<file path="src/rtl/pwr_rst_pkg.sv">
package pwr_rst_pkg;

    typedef enum logic [1:0] {
        PG_HOLD    = 2'd0,
        PG_STRETCH = 2'd1,
        PG_RUN     = 2'd2
    } pg_state_e;

endpackage

</file>
<file path="src/rtl/pwr_rst_sync.sv">
module pwr_rst_sync #(
    parameter int STAGES   = 2,
    parameter bit INIT_VAL = 1'b1
) (
    input  logic clk,
    input  logic d_i,
    output logic q_o
);
    logic [STAGES-1:0] chain_q = {STAGES{INIT_VAL}};

    generate
        if (STAGES == 1) begin : g_single
            always_ff @(posedge clk) chain_q <= d_i;
        end else begin : g_multi
            always_ff @(posedge clk) chain_q <= {chain_q[STAGES-2:0], d_i};
        end
    endgenerate

    assign q_o = chain_q[STAGES-1];
endmodule

</file>
<file path="src/rtl/pwr_rst_filter.sv">
module pwr_rst_filter #(
    parameter int MIN_CYC = 50
) (
    input  logic clk,
    input  logic low_i,
    output logic accepted_o
);
    localparam int FW = $clog2(MIN_CYC + 1);
    localparam logic [FW-1:0] SAT = FW'(MIN_CYC);

    logic [FW-1:0] run_q = '0;
    logic          armed_q = 1'b0;

    always_ff @(posedge clk) begin
        armed_q <= 1'b1;
        if (!low_i)
            run_q <= '0;
        else if (run_q != SAT)
            run_q <= run_q + 1'b1;
    end

    assign accepted_o = (run_q == SAT);

    // the low-time counter saturates and never passes the threshold
    assert_filter_sat_R2: assert property (@(posedge clk) disable iff (!armed_q)
        run_q <= SAT);

    // a high synchronised level withdraws acceptance on the next edge
    assert_release_drops_R3: assert property (@(posedge clk) disable iff (!armed_q)
        !low_i |=> !accepted_o);
endmodule

</file>
<file path="src/rtl/pwr_rst_fsm.sv">
module pwr_rst_fsm
    import pwr_rst_pkg::*;
#(
    parameter int TIMEOUT_CYC = 9_000_000
) (
    input  logic clk,
    input  logic cause_i,
    output logic rst_n_o,
    output logic busy_o
);
    localparam int CW = (TIMEOUT_CYC > 2) ? $clog2(TIMEOUT_CYC) : 1;
    localparam logic [CW-1:0] LAST = CW'(TIMEOUT_CYC - 1);

    pg_state_e     state_q = PG_HOLD;
    pg_state_e     state_d;
    logic [CW-1:0] cnt_q = '0;
    logic          armed_q = 1'b0;

    always_comb begin
        state_d = state_q;
        unique case (state_q)
            PG_HOLD:    if (!cause_i) state_d = PG_STRETCH;
            PG_STRETCH: begin
                if (cause_i)            state_d = PG_HOLD;
                else if (cnt_q == LAST) state_d = PG_RUN;
            end
            PG_RUN:     if (cause_i) state_d = PG_HOLD;
            default:    state_d = PG_HOLD;
        endcase
    end

    always_ff @(posedge clk) begin
        armed_q <= 1'b1;
        state_q <= state_d;
        if (state_q == PG_STRETCH && state_d == PG_STRETCH)
            cnt_q <= cnt_q + 1'b1;
        else
            cnt_q <= '0;
    end

    always_comb begin
        rst_n_o = (state_q == PG_RUN);
        busy_o  = (state_q != PG_RUN);
    end

    // any cause holds reset low from the next edge
    assert_cause_low_R1: assert property (@(posedge clk) disable iff (!armed_q)
        cause_i |=> !rst_n_o);

    // release only follows a complete stretch
    assert_full_stretch_R4: assert property (@(posedge clk) disable iff (!armed_q)
        $rose(rst_n_o) |-> ($past(state_q) == PG_STRETCH && $past(cnt_q) == LAST));

    // stretch counter stays inside the timeout window
    assert_cnt_bound_R4: assert property (@(posedge clk) disable iff (!armed_q)
        cnt_q <= LAST);

    // a returning cause during the stretch reloads via HOLD
    assert_reload_R6: assert property (@(posedge clk) disable iff (!armed_q)
        (state_q == PG_STRETCH && cause_i) |=> (state_q == PG_HOLD && cnt_q == '0));
endmodule

</file>
<file path="src/rtl/pwr_rst_gen.sv">
module pwr_rst_gen #(
    parameter int SYNC_STAGES = 2,
    parameter int MR_MIN_CYC  = 50,
    parameter int TIMEOUT_CYC = 9_000_000
) (
    input  logic clk,
    input  logic pwr_ok_i,
    input  logic mr_n_i,
    output logic rst_n_o,
    output logic wdt_clr_o
);
    logic mr_n_s;
    logic mr_acc;
    logic cause;
    logic busy;
    logic armed_q = 1'b0;

    always_ff @(posedge clk) armed_q <= 1'b1;

    pwr_rst_sync #(.STAGES(SYNC_STAGES), .INIT_VAL(1'b1)) u_sync (
        .clk (clk),
        .d_i (mr_n_i),
        .q_o (mr_n_s)
    );

    pwr_rst_filter #(.MIN_CYC(MR_MIN_CYC)) u_filter (
        .clk        (clk),
        .low_i      (!mr_n_s),
        .accepted_o (mr_acc)
    );

    assign cause = !pwr_ok_i || mr_acc;

    pwr_rst_fsm #(.TIMEOUT_CYC(TIMEOUT_CYC)) u_fsm (
        .clk     (clk),
        .cause_i (cause),
        .rst_n_o (rst_n_o),
        .busy_o  (busy)
    );

    assign wdt_clr_o = busy || mr_acc;

    // watchdog is held clear whenever reset is asserted
    assert_clr_covers_rst_R8: assert property (@(posedge clk) disable iff (!armed_q)
        !rst_n_o |-> wdt_clr_o);

    // an accepted press pulls reset low on the following edge
    assert_press_resets_R2: assert property (@(posedge clk) disable iff (!armed_q)
        mr_acc |=> !rst_n_o);
endmodule

</file>
<file path="config.mk">
export PLATFORM = sky130hd
export DESIGN_NAME = pwr_rst_gen
export DESIGN_NICKNAME = d
export VERILOG_FILES = /design/src/rtl/pwr_rst_pkg.sv /design/src/rtl/pwr_rst_sync.sv /design/src/rtl/pwr_rst_filter.sv /design/src/rtl/pwr_rst_fsm.sv /design/src/rtl/pwr_rst_gen.sv
export SDC_FILE = /design/constraint.sdc
export NUM_CORES = 1
export LEC_CHECK = 0
export CAP_MARGIN = 15
export CORE_MARGIN = 5
export CORE_UTILIZATION = 53
export CTS_CLUSTER_DIAMETER = 60
export DETAILED_ROUTE_END_ITERATION = 16
export GPL_TIMING_DRIVEN = 0
export PLACE_DENSITY_LB_ADDON = 0.15
export SLEW_MARGIN = 20
export SYNTH_ARGS = -nofsm -noshare
export SYNTH_HDL_FRONTEND = slang
export SYNTH_SLANG_ARGS = --single-unit
</file>
<file path="constraint.sdc">
create_clock -name clk -period 1.4 [get_ports clk]
set_input_delay 0.14 -clock clk [delete_from_list [all_inputs] [get_ports clk]]
set_output_delay 0.14 -clock clk [all_outputs]
set_load 0.05 [all_outputs]
</file>
# Word level (Yosys, flattened, before mapping)
# Index checks and enable logic that the tools add are counted.
classes:
  n_addsub: 2
  n_eq_ne: 7
  mux: 5
  n_reduce_logical: 5
ops:
  columns: ["cell", "count"]
  rows:
  - ["$add 24x1->24 const B", 1]
  - ["$eq 24x24->1 const B", 1]
  - ["$mux 2", 4]
  - ["$add 6x1->6 const B", 1]
  - ["$eq 6x6->1 const B", 1]
  - ["$ne 6x6->1 const B", 1]
  - ["$pmux 2 s3", 1]
  - ["$eq 2x1->1 const B", 2]
  - ["$eq 2x2->1 const B", 1]
  - ["$logic_not 2->1", 1]
  - ["$logic_or 1x1->1", 2]
  - ["$ne 2x2->1 const B", 1]
  - ["$logic_and 1x1->1", 1]
  - ["$logic_not 1->1", 1]
word_totals:
  ff_bits: 34
  output_inout_bits: 2
  elab_cells: 23

# Logic depth before layout (Yosys ltp)
# Gate-level depths: netlist (run 1).
depth:
  word_depth: 6
  depth_mapped: 7

# Hierarchy
# Synthesis (run 1) repeated with hierarchy kept, for this count alone.
unflattened:
  hier_cells: 179
  hier_area_um2: 1592.8
modules_own_cells:
  columns: ["mod", "n_inst", "cells_per_inst", "area_per_inst_um2", "seq_area_each_um2"]
  rows:
  - ["pwr_rst_fsm", 1, 142, 1239.9, 520.5]
  - ["pwr_rst_filter", 1, 32, 296.5, 120.1]
  - ["pwr_rst_sync", 1, 2, 40.0, 40.0]
  - ["pwr_rst_gen", 1, 3, 16.3, 0.0]

# Worst setup path before layout (run 1)
# Ideal clock, no wire load.
synth_path:
  path_kind: "register to output"
  startpoint: "register u_fsm.state_q[1]"
  endpoint: "output wdt_clr_o"
  arrival_time_ns: 1.628
  path_slack_ns: -0.368
  path_stages_with_launch: 4
  n_path_buf: 0
  path_cell_list: "dfxtp_1 inv_1 nor2_1 nand2_1"
synth_via:
  elab_chain_len: 2
synth_lines:
  columns: ["element", "line", "rtl"]
  rows:
  - ["start: declaration", "pwr_rst_fsm.sv:14", "pg_state_e state_q = PG_HOLD;"]
  - ["start signal: assignment", "pwr_rst_fsm.sv:34", "state_q <= state_d;"]
  - ["$ne 2x2->1", "pwr_rst_fsm.sv:43", "busy_o = (state_q != PG_RUN);"]
  - ["$logic_or 1x1->1", "pwr_rst_gen.sv:41", "assign wdt_clr_o = busy || mr_acc;"]
  - ["end: declaration", "pwr_rst_gen.sv:10", "output logic wdt_clr_o"]
# Every way passes these cells.

# Worst setup path in the final report (run 1)
layout_path:
  startpoint: "register u_fsm.cnt_q[0]"
  endpoint: "register u_fsm.cnt_q[2]"
layout_via:
  elab_chain_len: 6
  elab_cells_between_ends: 7
  classes_between: "add/sub: 1; eq/ne: 2; mux: 3; reduce/logical: 1"
layout_lines:
  columns: ["element", "line", "rtl"]
  rows:
  - ["start: declaration", "pwr_rst_fsm.sv:16", "logic [CW-1:0] cnt_q = '0;"]
  - ["start signal: assignment", "pwr_rst_fsm.sv:36", "cnt_q <= cnt_q + 1'b1;"]
  - ["$eq 24x24->1", "pwr_rst_fsm.sv:25", "else if (cnt_q == LAST) state_d = PG_RUN;"]
  - ["$mux 2", "pwr_rst_fsm.sv:25", null]
  - ["$mux 2", "pwr_rst_fsm.sv:24", "if (cause_i) state_d = PG_HOLD;"]
  - ["$pmux 2 s3", "pwr_rst_fsm.sv:21", "unique case (state_q)"]
  - ["$eq 2x1->1", "pwr_rst_fsm.sv:35", "if (state_q == PG_STRETCH && state_d == PG_STRETCH)"]
  - ["$logic_and 1x1->1", "pwr_rst_fsm.sv:35", null]
# Several ways; a longest one is shown, not always the timed one.
# A chain may end at the register's enable or synchronous reset.

==> impl_metrics.ini, run 1 <==
[placed_design]
dp_cells = 201
dpl_cell_area_sq_um = 1650
port_buffers = 4
hpwl_mm = 2.05
routabilityCongestion = 0.792

[pwr]
finalPower_w = 0.00182
power_leakage_nw = 0.676
ir_drop_uv = 809
powerDensity_nw_per_um2 = 915

[outcome]
violations = negative setup slack
status = complete, but fails checks

[synth]
synth_enable_flop_cells = 0
synth-seq-area-share = 0.448
ys_seq_elements = 34
avgSynthCellArea_sq_um = 9.15
synth_area_sq_um = 1520
synth_nets = 172
synth_cells = 166
yosys.area.top_type_share = 0.448
yosysWarnings = 0
synth-async-reset-ratio = 0
synth_flop_cell = dfxtp_1
yosysTopAreaCell = dfxtp_1
synth_area_leaders = dfxtp_1 (45%), xor2_1 (8.6%), nor2_1 (5.9%)
synth_cell_types = 33

[cts]
clock-root-buffer = clkbuf_4
cts_tree = built
cts-htree-levels = 2
clock-sinks = 34
cts_made_buffers = 5
clk_path_buf_depth = 2
cts.clk_slew.worst_paths_ns = 0.10
clkLatencyLatePin_ns = 0.33

[setup_path]
cp_max_fo = 5
endpoint = u_fsm.cnt_q[2]
reg2regPathDepth = 7
critical_path.reg2reg.endpoint = u_fsm.cnt_q[2]
start_kind = register
critPathKind = register to register
worstPathArrival_ns = 1.81
critPathLaunch = u_fsm.cnt_q[0]
r2r_start = u_fsm.cnt_q[0]
cp-end-kind = register
worst-endpoint-required_ns = 1.63
rrSetupSlack_ns = -0.18

[floorplan]
chipWidth_microns = 63.5
rows = 19
dieArea_sq_um = 4040
pin_count = 5
core_sq_um = 2760
die_h_microns = 63.5
initial_utilization = 0.551

[final_layout]
final_area_sq_um = 1990
diodes = 0
layout-drive-gt1-share = 0.374
area_growth_syn_to_layout_pct = 30.9
layoutNonFillerInstCount = 221
final_nets = 196

[sta]
slew_violations = 0
max_slew.worst_pin.slew_ns = 0.291
setup_viol = 24
rsz0062_at_grt = yes
relSlewSlack = 0.804
finalCritPeriodShare = 1.13
finalClockSkew_ns = 0.00786
fin_crit_ns = 1.58
fmax_mhz = 633
hold_viol = 0
fin_ws_ns = -0.181
hold-worst-slack_ns = 0.247

[grt]
grt_pass1_vias = 1242
grt_max_degree = 11
grt_pass1_wl_mm = 5.54
grt_antenna_before_repair = 0
grt_overflow = 0
grt_usage = 0.172

[detailed_routing]
firstDrtPassIters = 4
dr.first_iter.drc_count = 71
drc = 0
via_count = 1285
detail-route-antenna-nets = 0
wl_mm = 3.37
vias_per_cell = 5.81
post_drt_wl_per_cell_microns = 15.2

[worst_hold_path]
min_path_type = input pin to register

[run]
drv_cap = 0
[worst min-delay path by stage]
stage	to	depth (start not counted)	slack [ns]	from
floorplan	u_sync.chain_q[0]	0	0.17	mr_n_i
global placement	u_sync.chain_q[1]	0	0.31	u_sync.chain_q[0]
detailed placement	u_sync.chain_q[1]	0	0.32	u_sync.chain_q[0]
CTS	u_sync.chain_q[0]	1	0.23	mr_n_i
global route	u_sync.chain_q[0]	1	0.21	mr_n_i
finish	u_sync.chain_q[0]	1	0.25	mr_n_i
[cell type report]
| cell class | count | area, sq um |
|---|---|---|
| buffer | 4 | 45.0 |
| clock buffer | 6 | 51.3 |
| clock inverter | 1 | 30.0 |
| fill | 204 | 769 |
| inverter | 5 | 18.8 |
| multi-input combinational | 122 | 943 |
| sequential | 34 | 713 |
| tap | 31 | 38.8 |
| timing repair buffer | 18 | 148 |
[cells in the final DEF, fill, tap and decap left out, types with 3 or more instances in the layout]
cell | synthesis | routed
dfxtp_4 | 0 | 5
or3_1 | 5 | 5
buf_6 | 0 | 4
and4_1 | 5 | 3
nand2_2 | 0 | 3
a21oi_2 | 0 | 3
o21ai_0 | 6 | 5
clkbuf_4 | 0 | 6
nor2_1 | 24 | 20
a21oi_1 | 8 | 5
xor2_1 | 15 | 15
nand3_1 | 10 | 10
xnor2_1 | 4 | 3
inv_1 | 5 | 4
buf_4 | 2 | 14
nand2_1 | 10 | 7
dfxtp_2 | 0 | 11
dfxtp_1 | 34 | 18
nand4_1 | 8 | 8
[cell usage after synthesis (2+ instances only)]
cell / n
o21ai_0: 6
or3_1: 5
xor2_1: 15
buf_2: 2
and4_1: 5
xnor2_1: 4
or4_1: 2
and2_1: 2
inv_1: 5
ha_1: 3
dfxtp_1: 34
nand2_1: 10
nand3_1: 10
a21oi_1: 8
nor2_1: 24
a211oi_1: 2
o31ai_1: 2
nor4b_1: 2
nand4bb_1: 2
nand4_1: 8
buf_4: 2
nor3_1: 2
[power breakdown]
group | total [W] | switching, W | internal (W)
combinational | 0.0000908 | 0.0000411 | 0.0000497
clock | 0.000739 | 0.000323 | 0.000416
sequential | 0.000991 | 0.0000163 | 0.000974
total | 0.00182 | 0.000380 | 0.00144
[worst max-delay path, stage by stage, from the launching register on]
cell and delay [ns]:
dfxtp_4 0.38, ha_4 0.13, and4_1 0.19, buf_6 0.12, nand4_1 0.18, o21bai_4 0.25, buf_4 0.19, nor2_1 0.05
[state kept, by name, summed over array words and instances (netlist names)]
register / count
u_fsm.cnt_q: 24
u_filter.run_q: 6
u_sync.chain_q: 2
u_fsm.state_q: 2
[per-stage QoR]
step / utilization / TNS, ns / setup slack (ns)
detailed placement: 0.599 / -8.23 / -0.776
global route: 0.721 / -5.87 / -0.260
global placement: 0.599 / -6.96 / -0.747
finish: 0.721 / -3.85 / -0.181
floorplan: - / -0.886 / -0.0482
CTS: 0.686 / -3.15 / -0.197
[cell families (layout without fill, tap and decap cells)]
family	count (synthesis)	count (layout)	synth area share
compound gates	21	21	0.0848
xor+xnor	19	19	0.110
fa+ha+maj	3	3	0.0247
buf+inv	10	34	0.0313
flops	34	34	0.448
simple gates	79	79	0.301
[per-layer routing]
metal  wire length [microns]  global-route usage
met4                      34              0.0623
met1                    1480               0.200
met5                       0                   0
met2                    1750               0.289
met3                     108              0.0568
[timing repair]
| action | 4_1_cts | 5_1_grt |
|---|---|---|
| setup buffers | 12 | 1 |
| resized for setup | 36 | 19 |
| cloned | 1 | 0 |
| hold buffers | 0 | 0 |
| pin swaps | 9 | 8 |
| endpoints found under the setup margin | 31 | 28 |
(Power assumes the default switching activity.)
==> inputs of run 2 (changes only) <==
--- a/config.mk
+++ b/config.mk
@@ -10,7 +10,6 @@
 export CORE_UTILIZATION = 53
 export CTS_CLUSTER_DIAMETER = 60
 export DETAILED_ROUTE_END_ITERATION = 16
-export GPL_TIMING_DRIVEN = 0
 export PLACE_DENSITY_LB_ADDON = 0.15
 export SLEW_MARGIN = 20
 export SYNTH_ARGS = -nofsm -noshare
==> run 2 against run 1 <==
Effect of this change: the run still ends with negative setup slack left; final area is 17% higher; largest cell class unchanged; utilization is 12 points higher; power is 7.0% lower; fmax is 2.9% lower; sequential share of layout area is 5.5 points lower; non-clock buffer count is 30 higher; critical path depth is 1 lower; clock power is 21% lower; flip-flop and latch count stayed put; die area stayed put.
==> impl_metrics.ini, run 2 (synthesis results as in run 1) <==
[setup_path]
cp_max_fo = 2
worstPathArrival_ns = 1.49
critPathKind = register to output pin
worst-endpoint-required_ns = 1.26
start_kind = register
cp-end-kind = output pin
rrSetupSlack_ns = -0.18

[sta]
setup_viol = 26
hold_viol = 0
slew_violations = 0
rsz0062_at_grt = yes
fin_crit_ns = 1.63
fmax_mhz = 614
max_slew.worst_pin.slew_ns = 0.348
relSlewSlack = 0.765
fin_ws_ns = -0.228
finalCritPeriodShare = 1.16
finalClockSkew_ns = 0.0126
hold-worst-slack_ns = 0.259

[grt]
grt_pass1_vias = 1598
grt_overflow = 0
grt_max_degree = 11
met2_usage = 0.398
grtUsageMet3 = 0.0515
grt_pass1_wl_mm = 7.16
busiest_layer = met2
grt_antenna_before_repair = 0
grt_usage = 0.223
use_met1 = 0.241

[floorplan]
core_sq_um = 2760
die_h_microns = 63.5
chipWidth_microns = 63.5
rows = 19
dieArea_sq_um = 4040
pin_count = 5
initial_utilization = 0.551

[pwr]
swShare = 0.242
ir_drop_uv = 836
p_int_w = 0.00128
powerDensity_nw_per_um2 = 729
power_frac_seq = 0.589
combPwrFrac = 0.066
switching_power_w = 0.000410
finalPower_w = 0.00169
clock_power_share = 0.345
power_leakage_nw = 0.844

[cts]
cts_made_buffers = 5
cts-hold-fix-buffers = 0
clock-root-buffer = clkbuf_4
clock-sinks = 34
cts-htree-levels = 2
clk_path_buf_depth = 2
cts.clk_slew.worst_paths_ns = 0.11
clkLatencyLatePin_ns = 0.35
cts_tree = built

[worst_hold_path]
min_path_type = input pin to register

[placed_design]
routabilityCongestion = 0.803
hpwl_mm = 2.55
port_buffers = 4
dpl_cell_area_sq_um = 1930
pre_cts_ws_ns = -0.120

[detailed_routing]
vias_per_cell = 5.96
detail-route-antenna-nets = 0
firstDrtPassIters = 4
via_count = 1502
dr.first_iter.drc_count = 139
drc = 0
wl_mm = 4.55
post_drt_wl_per_cell_microns = 18.0

[final_layout]
final_common_cell = buf_4
final_nets = 226
top_register = u_fsm.cnt_q
fillers = 148
biggestRegsByFlops = u_fsm.cnt_q: 24 flops, u_filter.run_q: 6 flops
final_area_sq_um = 2320
area_growth_syn_to_layout_pct = 53.0
utilization = 0.843
final_cell_mix = buf_4 (41), dfxtp_1 (18), xor2_1 (15)
layout-drive-gt1-share = 0.538
diodes = 0
largest_reg_flops = 24

[run]
drv_cap = 0

[outcome]
violations = negative setup slack
status = complete, but fails checks
==> run 2: cell types whose count changed in the layout (fill, tap and decap cells not counted), moves of 2 or more <==
cell     previous run  this run
nor2_2              2         8
nor2_1             20        10
buf_4              14        41
nor4b_4             0         2
dfxtp_4             5         2
dfxtp_2            11        14
and4_4              2         4
and4_1              3         1
nor4b_2             2         0
nor2_4              2         6
buf_6               4         6
a21oi_1             5         1
buf_12              0         2
a21oi_2             3         7
==> run 2: layout make-up <==
| class | count | area [sq um] | area share |
|---|---|---|---|
| Clock buffer | 7 | 55.1 | 0.0237 |
| Clock inverter | 1 | 5.00 | 0.00215 |
| Inverter | 5 | 18.8 | 0.00808 |
| Multi-Input combinational cell | 122 | 1050 | 0.452 |
| Sequential cell | 34 | 706 | 0.304 |
| Tap cell | 31 | 38.8 | 0.0167 |
| Timing Repair Buffer | 52 | 450 | 0.194 |
==> run 2: through the flow <==
stage,cells,TNS (ns)
final,252,-3.73
after global routing,252,-6.17
after CTS,249,-3.25
after detailed placement,237,-1.80
after global placement,237,-1.08
after floorplan,166,-0.886
==> run 2: path summary, 6_finish.rpt <==
kind                          start           endpoint  cells past startpoint
hold reg to reg   u_sync.chain_q[0]  u_sync.chain_q[1]                      0
hold / removal               mr_n_i  u_sync.chain_q[0]                      1
setup / recovery  u_filter.run_q[0]          wdt_clr_o                      6
setup reg to reg  u_filter.run_q[0]     u_fsm.cnt_q[7]                      8
==> run 2: critical path, cell delays in order, from the launching register on <==
cell and delay [ns]:
dfxtp_2 0.34, inv_2 0.06, ha_4 0.11, nand4bb_1 0.14, or2_4 0.28, nand2_4 0.08
buf_12 0.13
==> run 2: power groups by stage <==
stage,clock (W),sequential [W],combinational (W)
floorplan,0,0.00102,0.0000360
global placement,0,0.00101,0.0000652
detailed placement,0,0.00102,0.0000700
CTS,0.000589,0.000995,0.0000901
global route,0.000640,0.00100,0.000122
finish,0.000584,0.000997,0.000111
==> run 2: metal layers <==
metal,part of all wire,routed length (microns),vias up
li1,-,-,704
met1,0.38,1740,714
met2,0.53,2400,60
met3,0.049,223,24
met4,0.039,178,0
met5,0,0,-
==> run 2: what timing repair did <==
item,4_1_cts,5_1_grt
setup buffers,2,3
resized for setup,34,42
endpoints found under the setup margin,26,32
gates cloned,2,0
pin swaps,6,11
==> inputs of run 3 (changes only) <==
--- a/config.mk
+++ b/config.mk
@@ -7,7 +7,8 @@
 export LEC_CHECK = 0
 export CAP_MARGIN = 15
 export CORE_MARGIN = 5
-export CORE_UTILIZATION = 53
+export CORE_UTILIZATION = 56
+export CTS_BUF_LIST = sky130_fd_sc_hd__clkbuf_4
 export CTS_CLUSTER_DIAMETER = 60
 export DETAILED_ROUTE_END_ITERATION = 16
 export PLACE_DENSITY_LB_ADDON = 0.15
@@ -15,3 +16,4 @@
 export SYNTH_ARGS = -nofsm -noshare
 export SYNTH_HDL_FRONTEND = slang
 export SYNTH_SLANG_ARGS = --single-unit
+export TNS_END_PERCENT = 30
==> run 3 against run 2 <==
Effect of this change: register-to-register slack about the same; clock power decreased by 8.4%; combinational power decreased by 23%; clock-buffer cell count unchanged; critical path depth unchanged; via count decreased by 4.9%; final area decreased by 8.3%; sequential share of layout area increased by 2.6 points; worst setup slack improved by 0.0098 ns; the run still ends with negative setup slack left; largest power group unchanged; non-clock buffer count decreased by 5.
==> impl_metrics.ini, run 3 (synthesis results as in run 1) <==
[outcome]
status = complete, but fails checks
violations = negative setup slack

[final_layout]
top_register = u_fsm.cnt_q
area_growth_syn_to_layout_pct = 40.3
final_area_sq_um = 2130
largest_reg_flops = 24
layout-drive-gt1-share = 0.451
final_nets = 221
fillers = 141
biggestRegsByFlops = u_fsm.cnt_q: 24 flops, u_filter.run_q: 6 flops
final_common_cell = buf_4
diodes = 0
final_cell_mix = buf_4 (39), nor2_1 (18), dfxtp_2 (17), dfxtp_1 (17), xor2_1 (15)

[grt]
grt_antenna_before_repair = 0
grt_pass1_vias = 1399
grt_usage = 0.221
grt_max_degree = 11
grt_overflow = 0
grt_pass1_wl_mm = 6.09

[setup_path]
critPathTopFamily = simple AND/OR/NAND/NOR gates
path_cells = inv_2 > ha_2 > nand4bb_1 > or2_4 > nand2_4 > buf_12
worst-endpoint-required_ns = 1.26
reg2regPathDepth = 7
start_kind = register
cp_slowest_stage_delay_ns = 0.34
critPathKind = register to output pin
rrSetupSlack_ns = -0.17
cp_max_fo = 2
critical_path.reg2reg.endpoint = u_fsm.state_q[0]
endpoint = wdt_clr_o
cp_slowest_cell = dfxtp_2
r2r_start = u_fsm.cnt_q[9]
cp_num_buf_inv = 2
critPathLaunch = u_filter.run_q[0]
cp-end-kind = output pin
crit_cells = 6
worstPathArrival_ns = 1.48

[floorplan]
dieArea_sq_um = 3850
initial_utilization = 0.597
core_sq_um = 2540
chipWidth_microns = 62.1
rows = 18
die_h_microns = 62.1
pin_count = 5

[detailed_routing]
post_drt_wl_per_cell_microns = 15.8
firstDrtPassIters = 4
dr.first_iter.drc_count = 63
vias_per_cell = 5.83
wl_mm = 3.86
detail-route-antenna-nets = 0
via_count = 1428
drc = 0

[pwr]
power_frac_seq = 0.616
finalPower_w = 0.00161
powerDensity_nw_per_um2 = 758
switching_power_w = 0.000358
combPwrFrac = 0.053
clock_power_share = 0.332
ir_drop_uv = 1010
p_int_w = 0.00126
swShare = 0.222
power_leakage_nw = 0.799

[sta]
setup_viol = 29
hold_viol = 0
relSlewSlack = 0.806
fmax_mhz = 618
rsz0062_at_grt = yes
slew_violations = 0
finalCritPeriodShare = 1.16
fin_crit_ns = 1.62
max_slew.worst_pin.slew_ns = 0.291
fin_ws_ns = -0.218
finalClockSkew_ns = 0.00490

[placed_design]
dpl_cell_area_sq_um = 1880
routabilityCongestion = 0.805
hpwl_mm = 2.51
port_buffers = 4
pre_cts_ws_ns = -0.119

[cts]
clock-sinks = 34
clock-root-buffer = clkbuf_4
clkLatencyLatePin_ns = 0.33
cts_tree = built
cts-hold-fix-buffers = 0
cts-htree-levels = 2
cts_made_buffers = 5
cts.clk_slew.worst_paths_ns = 0.10
clk_path_buf_depth = 2

[worst_hold_path]
min_path_type = input pin to register

[run]
drv_cap = 0
==> run 3: cell types whose count changed in the layout (fill, tap and decap cells not counted), sizes merged <==
cell / before / now
buf: 50 / 45
clkinv: 1 / 0
==> run 3: power groups by stage <==
stage | combinational (W) | clock, W | sequential [W]
floorplan | 0.0000359 | 0 | 0.00102
global placement | 0.0000647 | 0 | 0.00101
detailed placement | 0.0000687 | 0 | 0.00102
CTS | 0.0000775 | 0.000552 | 0.000993
global route | 0.0000931 | 0.000584 | 0.000996
finish | 0.0000852 | 0.000535 | 0.000994
==> run 3: how the worst min path moves through the flow <==
stage,depth (start not counted),from,slack [ns],to
2_1_floorplan,0,mr_n_i,0.17,u_sync.chain_q[0]
4_1_cts,1,mr_n_i,0.25,u_sync.chain_q[0]
5_1_grt,1,mr_n_i,0.27,u_sync.chain_q[0]
3_5_place_dp,0,u_sync.chain_q[0],0.31,u_sync.chain_q[1]
3_3_place_gp,0,u_sync.chain_q[0],0.31,u_sync.chain_q[1]
6_report,1,mr_n_i,0.27,u_sync.chain_q[0]
==> run 3: per-layer routing <==
| layer | GRT usage | part of all wire | wire (microns) |
|---|---|---|---|
| met1 | 0.231 | 0.41 | 1590 |
| met2 | 0.402 | 0.53 | 2060 |
| met3 | 0.0558 | 0.045 | 174 |
| met4 | 0.118 | 0.012 | 48 |
| met5 | 0 | 0 | 0 |
==> run 3: cell type report <==
cell class                 instances  area (sq um)  share of cell area
tap                               30          37.5              0.0176
inverter                           5          21.3             0.00998
clock buffer                       7          52.6              0.0247
timing repair buffer              47           398               0.187
multi-input combinational        122           920               0.432
sequential                        34           702               0.329
==> run 3: stage by stage <==
stage	TNS (ns)	utilization	hold WS (ns)	instances
finish	-3.93	0.837	0.270	245
global route	-5.51	0.837	0.270	245
CTS	-1.92	0.813	0.247	244
detailed placement	-1.62	0.740	0.315	231
global placement	-0.897	0.740	0.310	231
floorplan	-0.912	-	0.168	166
==> run 3: repair_timing <==
item	in CTS	in global routing
buffers inserted	5	1
cloned	1	0
endpoints found under the hold margin	0	0
pin swaps	13	3
gates resized for setup	31	17
endpoints found under the setup margin	25	30
